[config.mk]
export PLATFORM = sky130hd
export DESIGN_NAME = prescalerSyncTop
export DESIGN_NICKNAME = d
export VERILOG_FILES = /design/src/rtl/pscPkg.sv /design/src/rtl/pscCtrl.sv /design/src/rtl/pscPrescaler.sv /design/src/rtl/pscTapCounter.sv /design/src/rtl/pscDatapath.sv /design/src/rtl/prescalerSyncTop.sv
export SDC_FILE = /design/constraint.sdc
export NUM_CORES = 1
export LEC_CHECK = 0
export BUFFER_PORTS_ARGS = -buffer_cell sky130_fd_sc_hd__buf_4
export CAP_MARGIN = 20
export CORE_UTILIZATION = 46
export DETAILED_ROUTE_END_ITERATION = 10
export PLACE_DENSITY = 0.79
export SLEW_MARGIN = 20
export SYNTH_ARGS = -nofsm -noshare
export SYNTH_HDL_FRONTEND = slang
export SYNTH_SLANG_ARGS = --single-unit
export TNS_END_PERCENT = 100
[constraint.sdc]
create_clock -name clk -period 1.74 [get_ports clk]
set_input_delay 0.087 -clock clk [delete_from_list [all_inputs] [get_ports clk]]
set_output_delay 0.087 -clock clk [all_outputs]
set_load 0.05 [all_outputs]
[src/rtl/pscPkg.sv]
package pscPkg;
  localparam int REG_W      = 8;
  localparam int PRESC_W    = 10;
  localparam int CNT_W      = 8;
  localparam int SEL_W      = 3;
  localparam int SHARED_NT  = 5;
  localparam int SECOND_NT  = 7;
  localparam int MODE_BIT   = 7;
  localparam int SECOND_BIT = 1;
  localparam int SHARED_BIT = 0;

  typedef int sharedShift_t [SHARED_NT];
  typedef int secondShift_t [SECOND_NT];
  localparam sharedShift_t SHARED_SHIFTS = '{0, 3, 6, 8, 10};
  localparam secondShift_t SECOND_SHIFTS = '{0, 3, 5, 6, 7, 8, 10};

  typedef struct packed {
    logic rstShared;
    logic rstSecond;
  } ctrlStrobes_t;
endpackage

[src/rtl/pscCtrl.sv]
module pscCtrl
  import pscPkg::*;
(
  input  logic             clk,
  input  logic             rstN,
  input  logic             regWe,
  input  logic [REG_W-1:0] regWdata,
  output logic [REG_W-1:0] regRdata,
  output ctrlStrobes_t     strobes
);
  logic syncMode;
  logic holdShared, holdSecond;
  logic pulseShared, pulseSecond;
  logic [MODE_BIT-SECOND_BIT-2:0] unusedResv;

  assign unusedResv = regWdata[MODE_BIT-1:SECOND_BIT+1];

  always_ff @(posedge clk) begin
    if (!rstN) begin
      syncMode    <= 1'b0;
      holdShared  <= 1'b0;
      holdSecond  <= 1'b0;
      pulseShared <= 1'b0;
      pulseSecond <= 1'b0;
    end else begin
      pulseShared <= 1'b0;
      pulseSecond <= 1'b0;
      if (regWe) begin
        syncMode <= regWdata[MODE_BIT];
        if (regWdata[MODE_BIT]) begin
          holdShared <= regWdata[SHARED_BIT];
          holdSecond <= regWdata[SECOND_BIT];
        end else begin
          holdShared  <= 1'b0;
          holdSecond  <= 1'b0;
          pulseShared <= regWdata[SHARED_BIT];
          pulseSecond <= regWdata[SECOND_BIT];
        end
      end
    end
  end

  always_comb begin
    regRdata             = '0;
    regRdata[MODE_BIT]   = syncMode;
    regRdata[SECOND_BIT] = holdSecond;
    regRdata[SHARED_BIT] = holdShared;
  end

  assign strobes.rstShared = holdShared | pulseShared;
  assign strobes.rstSecond = holdSecond | pulseSecond;
endmodule

[src/rtl/pscPrescaler.sv]
module pscPrescaler #(
  parameter int W     = 10,
  parameter int NTAPS = 5,
  parameter int TAP_SHIFT [NTAPS] = '{0, 3, 6, 8, 10}
) (
  input  logic             clk,
  input  logic             rstN,
  input  logic             restart,
  output logic [NTAPS-1:0] taps
);
  logic [W-1:0] count;

  always_ff @(posedge clk) begin
    if (!rstN || restart) count <= '0;
    else                  count <= count + 1'b1;
  end

  for (genvar i = 0; i < NTAPS; i++) begin : gTap
    localparam logic [W-1:0] MASK = W'((1 << TAP_SHIFT[i]) - 1);
    assign taps[i] = !restart && ((count & MASK) == '0);
  end
endmodule

[src/rtl/pscTapCounter.sv]
module pscTapCounter #(
  parameter int NTAPS = 5,
  parameter int SEL_W = 3,
  parameter int CW    = 8
) (
  input  logic             clk,
  input  logic             rstN,
  input  logic [NTAPS-1:0] taps,
  input  logic [SEL_W-1:0] sel,
  input  logic             load,
  input  logic [CW-1:0]    loadValue,
  output logic [CW-1:0]    count
);
  logic tick;

  always_comb begin
    tick = 1'b0;
    for (int i = 0; i < NTAPS; i++) begin
      if (int'(sel) == i + 1) tick = taps[i];
    end
  end

  always_ff @(posedge clk) begin
    if (!rstN)     count <= '0;
    else if (load) count <= loadValue;
    else if (tick) count <= count + 1'b1;
  end
endmodule

[src/rtl/pscDatapath.sv]
module pscDatapath
  import pscPkg::*;
(
  input  logic                 clk,
  input  logic                 rstN,
  input  ctrlStrobes_t         strobes,
  input  logic [SEL_W-1:0]     selA,
  input  logic [SEL_W-1:0]     selB,
  input  logic                 loadA,
  input  logic [CNT_W-1:0]     loadAValue,
  input  logic                 loadB,
  input  logic [CNT_W-1:0]     loadBValue,
  output logic [SHARED_NT-1:0] sharedTaps,
  output logic [SECOND_NT-1:0] secondTaps,
  output logic [CNT_W-1:0]     countA,
  output logic [CNT_W-1:0]     countB
);
  pscPrescaler #(.W(PRESC_W), .NTAPS(SHARED_NT), .TAP_SHIFT(SHARED_SHIFTS)) uSharedPre (
    .clk(clk), .rstN(rstN), .restart(strobes.rstShared), .taps(sharedTaps));

  pscPrescaler #(.W(PRESC_W), .NTAPS(SECOND_NT), .TAP_SHIFT(SECOND_SHIFTS)) uSecondPre (
    .clk(clk), .rstN(rstN), .restart(strobes.rstSecond), .taps(secondTaps));

  pscTapCounter #(.NTAPS(SHARED_NT), .SEL_W(SEL_W), .CW(CNT_W)) uCountA (
    .clk(clk), .rstN(rstN), .taps(sharedTaps), .sel(selA),
    .load(loadA), .loadValue(loadAValue), .count(countA));

  pscTapCounter #(.NTAPS(SECOND_NT), .SEL_W(SEL_W), .CW(CNT_W)) uCountB (
    .clk(clk), .rstN(rstN), .taps(secondTaps), .sel(selB),
    .load(loadB), .loadValue(loadBValue), .count(countB));
endmodule

[src/rtl/prescalerSyncTop.sv]
module prescalerSyncTop
  import pscPkg::*;
(
  input  logic                 clk,
  input  logic                 rstN,
  input  logic                 regWe,
  input  logic [REG_W-1:0]     regWdata,
  output logic [REG_W-1:0]     regRdata,
  output logic [SHARED_NT-1:0] sharedTaps,
  output logic [SECOND_NT-1:0] secondTaps,
  input  logic [SEL_W-1:0]     selA,
  input  logic [SEL_W-1:0]     selB,
  input  logic                 loadA,
  input  logic [CNT_W-1:0]     loadAValue,
  input  logic                 loadB,
  input  logic [CNT_W-1:0]     loadBValue,
  output logic [CNT_W-1:0]     countA,
  output logic [CNT_W-1:0]     countB
);
  ctrlStrobes_t strobes;

  pscCtrl uCtrl (
    .clk(clk), .rstN(rstN), .regWe(regWe), .regWdata(regWdata),
    .regRdata(regRdata), .strobes(strobes));

  pscDatapath uDp (
    .clk(clk), .rstN(rstN), .strobes(strobes),
    .selA(selA), .selB(selB), .loadA(loadA), .loadAValue(loadAValue),
    .loadB(loadB), .loadBValue(loadBValue),
    .sharedTaps(sharedTaps), .secondTaps(secondTaps),
    .countA(countA), .countB(countB));
endmodule

==> metrics.txt, run 1 <==
Max Transition Viols Final 0; FF+latch count, synth 41; clock slew at reported path FFs 0.08 ns; crit-path cells inv_1, ha_1, or4b_4, clkinv_8, buf_6, and3_4, nor3b_4, buf_6; diode count 0; non-filler cells in the finished layout 434; post-route setup TNS -4.21 ns; clock latency on the worst-skew pair 0.29 ns; DPL Wire Length 4.00 mm; area share of the largest cell type after synthesis 0.358; Pre-Repair DR Iteration Count 4; crit path buf inv count 4; largest net degree at the start of global routing 26; Synth Cell Area 2290 sq um; pre-CTS WS -0.244 ns; # DRC 0; post-layout worst setup margin -0.337 ns; top cell type by total area after synthesis dfxtp_1; Sinks on Clock Net 41; Layout area overhead 52.2%; Synth area leaders dfxtp_1 (36%), nor2_1 (5.2%), nand3_1 (4.4%); Crit Path Class flop to output port; Worst Path Arrival 1.99 ns; First DRT Iteration DRCs 109; total power 2.75 mW; worst hold slack 0.0410 ns; failing checks negative setup slack; Final Critical Period 2.08 ns; CTS Buf Count 5; ys async rst share 0; Max-Cap Viols 0; depth of the CTS H-tree 2; # fillers 340; Pwr per Cell Area 789 nW/um^2; P_leak 1.46 nW; Worst path slowest cell or4b_4; setup violators final 24; IO buf count 60; Post-synth top cells dfxtp_1 (41), nor2_1 (32), nand3_1 (20), o21ai_0 (20), inv_1 (15); Post-Synthesis Cells 273; placer congestion estimate 0.788; CTS Hold Bufs 0; Tcrit/Tclk final 1.19; nets 407; most frequent cell after synthesis dfxtp_1; I/O Pins 71; CP delay by family, top simple AND/OR/NAND/NOR gates; via count 2368; final hold viol count 0; Worst Hold Class primary input to flop; Final ANT Viol Nets 0; GRT Overall Usage 0.226; Routed WL 6.55 mm; global-route wire length before repair 9.47 mm; initial core utilization 0.482; Rows 25; placed cell area 3040 sq um; Critical Path Fanout Max 3; area of the multi-input gates 1600 sq um; Critical Path Sink Type output port; final global-route overflow total 0; Die X 72.6 um; Main synth FF type dfxtp_1; CP most frequent cell buf_6; storage element area 830 sq um; Die Span Y 72.6 um; Peak VDD IR 0.558 mV; DR vias/cell 5.46; EDFF count, synth 0; CP Data Required Time 1.65 ns; core area 4750 sq um; syn avg cell area 8.40 sq um; fraction of layout cells with a size suffix above 1 0.441; status finished with violations; post-synthesis sequential area ratio 0.358; fmax 482 MHz; clock skew 0.00783 ns; initial antenna violation count 0; CTS tree built; clock root cell clkbuf_8; die area 5270 sq um; placed cell count 413; Ys Warns 0; Clock Path Buffers 2; wire length per cell 15.1 um; crit path launch type flop; design area 3490 sq um; Synth cell types 53; crit-path max cell delay 0.51 ns; final core utilization 0.734; vias in the first global route 2114; RSZ-0062 raised after global routing true
## worst register-to-register path: stages, from the launching register on
cell	delay [ns]
dfxtp_2	0.33
inv_1	0.05
ha_1	0.12
or4b_4	0.51
clkinv_8	0.07
buf_4	0.11
a41o_4	0.21
o211ai_1	0.14
nor4b_2	0.28
nor3_2	0.06
## where the power goes
part	internal [mW]	leakage [nW]	switching, mW
sequential	0.984	0.338	0.0480
clock	0.278	0.0450	0.332
combinational	0.475	1.08	0.637
total	1.74	1.46	1.02
## final cells by class
| cell class | instances | area share |
|---|---|---|
| Clock buffer | 6 | 0.0208 |
| Clock inverter | 2 | 0.00287 |
| Inverter | 17 | 0.0226 |
| Multi-Input combinational cell | 204 | 0.457 |
| Sequential cell | 41 | 0.238 |
| Tap cell | 67 | 0.0240 |
| Timing Repair Buffer | 97 | 0.235 |
## per-layer routing
| layer | vias up | GRT usage | wire, um |
|---|---|---|---|
| li1 | 1173 | - | - |
| met1 | 1122 | 0.301 | 2840 |
| met2 | 60 | 0.373 | 3290 |
| met3 | 13 | 0.0442 | 292 |
| met4 | 0 | 0.0610 | 128 |
| met5 | - | 0 | 0 |
## layout by cell type (no fill, tap or decap), types with 3 or more instances in the layout
master    synthesis  layout
a21o_1            3       3
o211a_4           1       3
nand2b_1          3       3
nand4_1           5       5
xor2_1           11      11
dfxtp_2           0       4
and3_1           10       8
buf_4             8      78
a211oi_2          1       8
and4_1            5       5
or3_1             4       4
nand2_1           9       6
clkbuf_8          0       5
nand3_2           0       3
dfxtp_1          41      36
o21ai_0          20      20
nand2_2           0       3
o211ai_1          5       5
nor2_1           32      31
ha_1              6       5
conb_1            1       5
nor3_2            3       4
inv_2             1       3
nand3_1          20      16
a21oi_2           1       3
a21oi_1           8       6
nor3b_4           0       3
inv_1            15      12
buf_6             0      15
buf_8             1       3
## path summary, 6_finish.rpt
check	from	end	slack, ns	depth (start not counted)
min	loadBValue[0]	uDp.uCountB.count[0]	0.04	3
min reg2reg	uDp.uCountA.count[1]	uDp.uCountA.count[1]	0.50	2
max	uDp.uSharedPre.count[1]	sharedTaps[4]	-0.34	8
max reg2reg	uDp.uSharedPre.count[1]	uDp.uCountA.count[3]	-0.25	9
## registers in the layout, indices dropped and copies added (netlist names)
signal / flops
uCtrl.pulseSecond: 1
uDp.uCountB.count: 8
uDp.uCountA.count: 8
uDp.uSharedPre.count: 10
uDp.uSecondPre.count: 10
uCtrl.holdSecond: 1
uCtrl.holdShared: 1
uCtrl.syncMode: 1
uCtrl.pulseShared: 1
## timing repair
item                                    CTS  global route
gates cloned                              1             0
resized for setup                        29            31
endpoints found under the setup margin   17            25
buffers inserted                          4             8
pin swaps                                16             8
## cells by family (layout without fill, tap and decap cells)
kind of cell / count (synthesis) / count (layout) / synth area share
and+or+nand+nor: 108 / 108 / 0.270
AOI/OAI and AO/OA: 69 / 70 / 0.206
DFF: 41 / 41 / 0.358
buffers and inverters: 33 / 122 / 0.0731
xor gates and xnor gates: 14 / 14 / 0.0535
adders and majority gates: 6 / 6 / 0.0328
other: 1 / 5 / 0.00164
muxes: 1 / 1 / 0.00437
(Power assumes the default switching activity.)
==> run 2, diff against run 1 <==
==> constraint.sdc (replaced) <==
create_clock -name clk -period 1.74 [get_ports clk]
set_input_delay 0.261 -clock clk [delete_from_list [all_inputs] [get_ports clk]]
set_output_delay 0.261 -clock clk [all_outputs]
set_load 0.05 [all_outputs]
==> run 2 against run 1 <==
  * The run still ends with negative setup slack left
  * Via count increased by 5.7%
  * First-iteration DRC count increased by 78%
  * Register-to-register slack got worse by 0.18 ns
  * Combinational power increased by 4%
  * Global-route usage increased by 3.5 points
  * Critical endpoint unchanged
  * Largest cell class unchanged
  * Critical path depth decreased by 1
  * Clock skew increased by 0.00079 ns
  * Setup slack got worse by 0.13 ns
  * Power increased by 5.1%
==> metrics.txt, run 2 (synthesis gave the netlist of run 1 again) <==
status finished with violations (unchanged); failing checks negative setup slack (unchanged); largest net degree at the start of global routing 26 (unchanged); Rows 25 (unchanged); Crit. path cell count 7 (was 8); DR vias/cell 5.74 (was 5.46); First DRT Iteration DRCs 194 (was 109); crit-path max cell delay 0.51 ns (about the same); clock latency on the worst-skew pair 0.30 ns (was 0.29 ns); IO buf count 60 (unchanged); wire length per cell 16.5 um (was 15.1 um); clock skew 0.00862 ns (was 0.00783 ns); internal power 1.83 mW (was 1.74 mW); RSZ-0062 raised after global routing true (unchanged); most frequent cells in the layout buf_4 (79), dfxtp_1 (37), nor2_1 (30), o21ai_0 (19), nand3_1 (17) (was buf_4 (78), dfxtp_1 (36), nor2_1 (31), o21ai_0 (20), nand3_1 (16)); nets 409 (was 407); fraction of layout cells with a size suffix above 1 0.442 (was 0.441); placer congestion estimate 0.831 (was 0.788); largest registers uDp.uSecondPre.count: 10 flops, uDp.uSharedPre.count: 10 flops (unchanged); Pre-Repair DR Iteration Count 5 (was 4); total power 2.89 mW (was 2.75 mW); global-route wire length before repair 10.8 mm (was 9.47 mm); switching part of the total 0.366 (was 0.369); Clock Path Buffers 2 (unchanged); commonest non-fill, non-tap cell in the layout buf_4 (unchanged); design area 3530 sq um (was 3490 sq um); crit path buf inv count 3 (was 4); DPL Wire Length 4.15 mm (was 4.00 mm); die area 5270 sq um (unchanged); Final ANT Viol Nets 0 (unchanged); final hold viol count 0 (unchanged); depth of the CTS H-tree 2 (unchanged); core area 4750 sq um (unchanged); CTS Hold Bufs 0 (unchanged); crit path launch type flop (unchanged); Peak VDD IR 0.466 mV (was 0.558 mV); I/O Pins 71 (unchanged); Comb pwr share 0.396 (was 0.404); Die Span Y 72.6 um (unchanged); Final Critical Period 2.20 ns (was 2.08 ns); Pwr per Cell Area 820 nW/um^2 (was 789 nW/um^2); # fillers 324 (was 340); non-filler cells in the finished layout 436 (was 434); placed cell area 3080 sq um (was 3040 sq um); Worst Path Arrival 1.94 ns (was 1.99 ns); Clk pwr share 0.247 (was 0.222); P_leak 1.49 nW (was 1.46 nW); post-route setup TNS -6.32 ns (was -4.21 ns); worst hold slack 0.234 ns (was 0.0410 ns); final global-route overflow total 0 (unchanged); initial core utilization 0.482 (unchanged); R2R Setup Slk -0.43 ns (was -0.25 ns); CP delay by family, top simple AND/OR/NAND/NOR gates (unchanged); Critical Path Fanout Max 2 (was 3); fmax 454 MHz (was 482 MHz); clock slew at reported path FFs 0.09 ns (was 0.08 ns); Worst Hold Class primary input to flop (unchanged); vias in the first global route 2306 (was 2114); Tcrit/Tclk final 1.27 (was 1.19); Max-Cap Viols 0 (unchanged); diode count 0 (unchanged); placed cell count 418 (was 413); CTS Buf Count 5 (unchanged); initial antenna violation count 0 (unchanged); Psw 1.06 mW (was 1.02 mW); CP Data Required Time 1.48 ns (was 1.65 ns); post-layout worst setup margin -0.463 ns (was -0.337 ns); GRT Overall Usage 0.261 (was 0.226); Sequential Power Share 0.358 (was 0.375); via count 2502 (was 2368); hold path depth 3 (unchanged); crit-path cells inv_2, ha_4, or4b_4, clkinv_8, and3_4, nor3b_4, buf_6 (was inv_1, ha_1, or4b_4, clkinv_8, buf_6, and3_4, nor3b_4, buf_6); Critical Path Sink Type output port (unchanged); Crit Path Class flop to output port (unchanged); setup violators final 25 (was 24); Max Transition Viols Final 0 (unchanged); Layout area overhead 54.0% (was 52.2%); CTS tree built (unchanged); Routed WL 7.19 mm (was 6.55 mm); Die X 72.6 um (unchanged); Worst path slowest cell or4b_4 (unchanged); clock root cell clkbuf_8 (unchanged); Worst Reg-to-Reg Cells 9 (unchanged); # DRC 0 (unchanged); Sinks on Clock Net 41 (unchanged)
==> run 2: cell type report <==
type / count / area [sq um] / area share
timing repair buffer: 99 / 837 / 0.237
multi-input combinational: 204 / 1600 / 0.452
clock inverter: 1 / 5.00 / 0.00142
inverter: 17 / 83.8 / 0.0237
tap: 67 / 83.8 / 0.0237
clock buffer: 7 / 96.3 / 0.0273
sequential: 41 / 828 / 0.235
==> run 2: metal layers <==
| metal | global-route usage | vias to the layer above | routed length, um |
|---|---|---|---|
| met5 | 0 | - | 0 |
| met1 | 0.324 | 1192 | 2970 |
| met3 | 0.0511 | 26 | 412 |
| met2 | 0.435 | 111 | 3510 |
| met4 | 0.122 | 0 | 301 |
| li1 | - | 1173 | - |
==> run 2: power by group through the flow <==
stage / registers, mW / clock network [mW] / logic, mW
after floorplan: 1.15 / 0 / 0.507
after global placement: 1.05 / 0 / 0.885
after detailed placement: 1.05 / 0 / 0.898
after CTS: 1.03 / 0.712 / 1.07
after global routing: 1.04 / 0.757 / 1.19
final: 1.04 / 0.714 / 1.15
==> run 2: worst paths after layout <==
check,start,to
worst min-delay path,loadAValue[1],uDp.uCountA.count[1]
worst max register to register,uDp.uSharedPre.count[1],uDp.uCountA.count[5]
worst max-delay path,uDp.uSharedPre.count[1],sharedTaps[4]
worst min register to register,uDp.uCountA.count[1],uDp.uCountA.count[1]
==> run 2: metrics by stage <==
stage                     worst slack [ns]  utilization
after global routing                -0.521        0.743
after CTS                           -0.413        0.724
after floorplan                     -0.990            -
after global placement              -0.218        0.648
final                               -0.463        0.743
after detailed placement            -0.278        0.648
==> run 2: worst min-delay path, delay by kind of cell <==
kind | cells | cell delay [ns]
buffers and inverters | 1 | 0.07
AO/OA/AOI/OAI | 2 | 0.16
==> run 2: repair_timing <==
action	4_1_cts	5_1_grt
buffers inserted	8	4
resized for setup	46	20
setup endpoints to repair	21	26
pin swaps	10	14
gates cloned	1	0
==> run 3, diff against run 2 <==
--- a/config.mk
+++ b/config.mk
@@ -7,6 +7,7 @@
 export LEC_CHECK = 0
 export BUFFER_PORTS_ARGS = -buffer_cell sky130_fd_sc_hd__buf_4
 export CAP_MARGIN = 20
+export CORE_ASPECT_RATIO = 0.7
 export CORE_UTILIZATION = 46
 export DETAILED_ROUTE_END_ITERATION = 10
 export PLACE_DENSITY = 0.79
==> run 3 against run 2 <==
  * The run still ends with negative setup slack left
  * Cell count increased by 2.3%
  * Non-clock buffer count increased by 8
  * Routed wire length increased by 0.95%
  * Utilization increased by 1.3 points
  * Sequential share of layout area decreased by 0.57 points
  * Sequential power about the same
  * Clock-buffer cell count unchanged
  * Power increased by 4.1%
  * Global-route usage increased by 0.16 points
  * Critical path type unchanged
  * Largest cell class unchanged
  * Highest routed layer unchanged
==> metrics.txt, run 3 (synthesis gave the netlist of run 1 again) <==
Die X 86.4 um (was 72.6 um); Layout area overhead 57.6% (was 54.0%); Clock Path Buffers 2 (unchanged); Critical Path Sink Type output port (unchanged); commonest non-fill, non-tap cell in the layout buf_4 (unchanged); P_leak 1.53 nW (was 1.49 nW); Final Critical Period 2.20 ns (about the same); Rows 21 (was 25); First DRT Iteration DRCs 114 (was 194); Worst Path Arrival 1.94 ns (about the same); # DRC 0 (unchanged); R2R Setup Slk -0.44 ns (was -0.43 ns); Worst R2R Start uDp.uSharedPre.count[0] (was uDp.uSharedPre.count[1]); RSZ-0062 raised after global routing true (unchanged); DPL Wire Length 4.35 mm (was 4.15 mm); Final ANT Viol Nets 0 (unchanged); fmax 455 MHz (was 454 MHz); initial antenna violation count 0 (unchanged); setup violators final 26 (was 25); DR vias/cell 5.58 (was 5.74); Crit Path Class flop to output port (unchanged); wire length per cell 16.3 um (was 16.5 um); WHS Endpoint uDp.uCountB.count[0] (was uDp.uCountA.count[1]); hold path depth 3 (unchanged); via count 2488 (was 2502); core area 4780 sq um (was 4750 sq um); Sinks on Clock Net 41 (unchanged); post-layout worst setup margin -0.457 ns (was -0.463 ns); Worst Reg-to-Reg Cells 9 (unchanged); depth of the CTS H-tree 2 (unchanged); CTS Buf Count 5 (unchanged); global-route wire length before repair 10.7 mm (was 10.8 mm); final hold viol count 0 (unchanged); Pwr per Cell Area 834 nW/um^2 (was 820 nW/um^2); Die Span Y 61.1 um (was 72.6 um); Worst Hold Class primary input to flop (unchanged); non-filler cells in the finished layout 446 (was 436); status finished with violations (unchanged); I/O Pins 71 (unchanged); Pre-Repair DR Iteration Count 4 (was 5); CTS tree built (unchanged); placed cell count 424 (was 418); Max Transition Viols Final 0 (unchanged); largest net degree at the start of global routing 26 (unchanged); nets 417 (was 409); FF-to-FF End uDp.uCountA.count[5] (unchanged); clock skew 0.00729 ns (was 0.00862 ns); crit path launch type flop (unchanged); final global-route overflow total 0 (unchanged); Critical Path Fanout Max 2 (unchanged); clock root cell clkbuf_8 (unchanged); Max-Cap Viols 0 (unchanged); area of the multi-input gates 1600 sq um (about the same); CTS Hold Bufs 0 (unchanged); initial core utilization 0.479 (was 0.482); Tcrit/Tclk final 1.26 (was 1.27); Peak VDD IR 0.421 mV (was 0.466 mV); storage element area 827 sq um (was 828 sq um); Routed WL 7.26 mm (was 7.19 mm); diode count 0 (unchanged); most frequent cells in the layout buf_4 (86), dfxtp_1 (38), nor2_1 (30), o21ai_0 (19), nand3_1 (18) (was buf_4 (79), dfxtp_1 (37), nor2_1 (30), o21ai_0 (19), nand3_1 (17)); clock latency on the worst-skew pair 0.30 ns (about the same); die area 5270 sq um (about the same); CP Data Required Time 1.48 ns (about the same); CP startpoint uDp.uSharedPre.count[0] (was uDp.uSharedPre.count[1]); placer congestion estimate 0.800 (was 0.831); largest registers uDp.uSecondPre.count: 10 flops, uDp.uSharedPre.count: 10 flops (unchanged); GRT Overall Usage 0.262 (was 0.261); # fillers 335 (was 324); IO buf count 60 (unchanged); vias in the first global route 2250 (was 2306); fraction of layout cells with a size suffix above 1 0.446 (was 0.442); failing checks negative setup slack (unchanged); hold path start loadBValue[0] (was loadAValue[1]); clock slew at reported path FFs 0.08 ns (was 0.09 ns); total power 3.01 mW (was 2.89 mW)
## run 3: per-layer routing
metal,vias up,GRT usage,share of wire
met5,-,0,0
li1,1190,-,-
met3,17,0.0469,0.050
met4,0,0.0810,0.020
met1,1184,0.344,0.44
met2,97,0.451,0.49
## run 3: cell type report
| type | instances | area share |
|---|---|---|
| Clock buffer | 7 | 0.0239 |
| Clock inverter | 1 | 0.00831 |
| Inverter | 17 | 0.0232 |
| Multi-Input combinational cell | 204 | 0.441 |
| Sequential cell | 41 | 0.229 |
| Tap cell | 69 | 0.0239 |
| Timing Repair Buffer | 107 | 0.250 |
## run 3: worst max-delay path by stage
stage	to	slack (ns)	depth (start not counted)
after detailed placement	uDp.uCountA.count[5]	-0.28	7
after global routing	sharedTaps[4]	-0.51	7
after floorplan	secondTaps[6]	-0.99	6
after CTS	sharedTaps[4]	-0.44	7
after global placement	uDp.uCountA.count[5]	-0.20	7
final	sharedTaps[4]	-0.46	7
## run 3: report_power, final
| part | switching (mW) | internal (mW) |
|---|---|---|
| combinational | 0.661 | 0.507 |
| clock | 0.343 | 0.468 |
| sequential | 0.0504 | 0.984 |
| total | 1.05 | 1.96 |
## run 3: repair_timing
action	4_1_cts	5_1_grt
pin swaps	17	8
gates resized for setup	49	16
gates cloned	1	0
buffers inserted	10	6
endpoints found under the setup margin	24	26
## run 3: stage by stage
stage	TNS [ns]	utilization	area (sq um)	hold WS [ns]	worst slack, ns
finish	-6.96	0.756	3610	0.200	-0.457
global placement	-1.72	0.651	3120	0.483	-0.205
global route	-8.47	0.756	3610	0.206	-0.507
floorplan	-8.91	-	2430	0.396	-0.990
CTS	-6.25	0.738	3530	0.203	-0.443
detailed placement	-2.46	0.651	3120	0.489	-0.280
## run 3: worst max-delay path, cell delays in order (launching register included)
cell and delay [ns]:
dfxtp_2 0.33, inv_1 0.05, ha_1 0.14, or4b_4 0.52, clkinv_8 0.07, and3_4 0.18
nor3b_4 0.18, buf_6 0.18
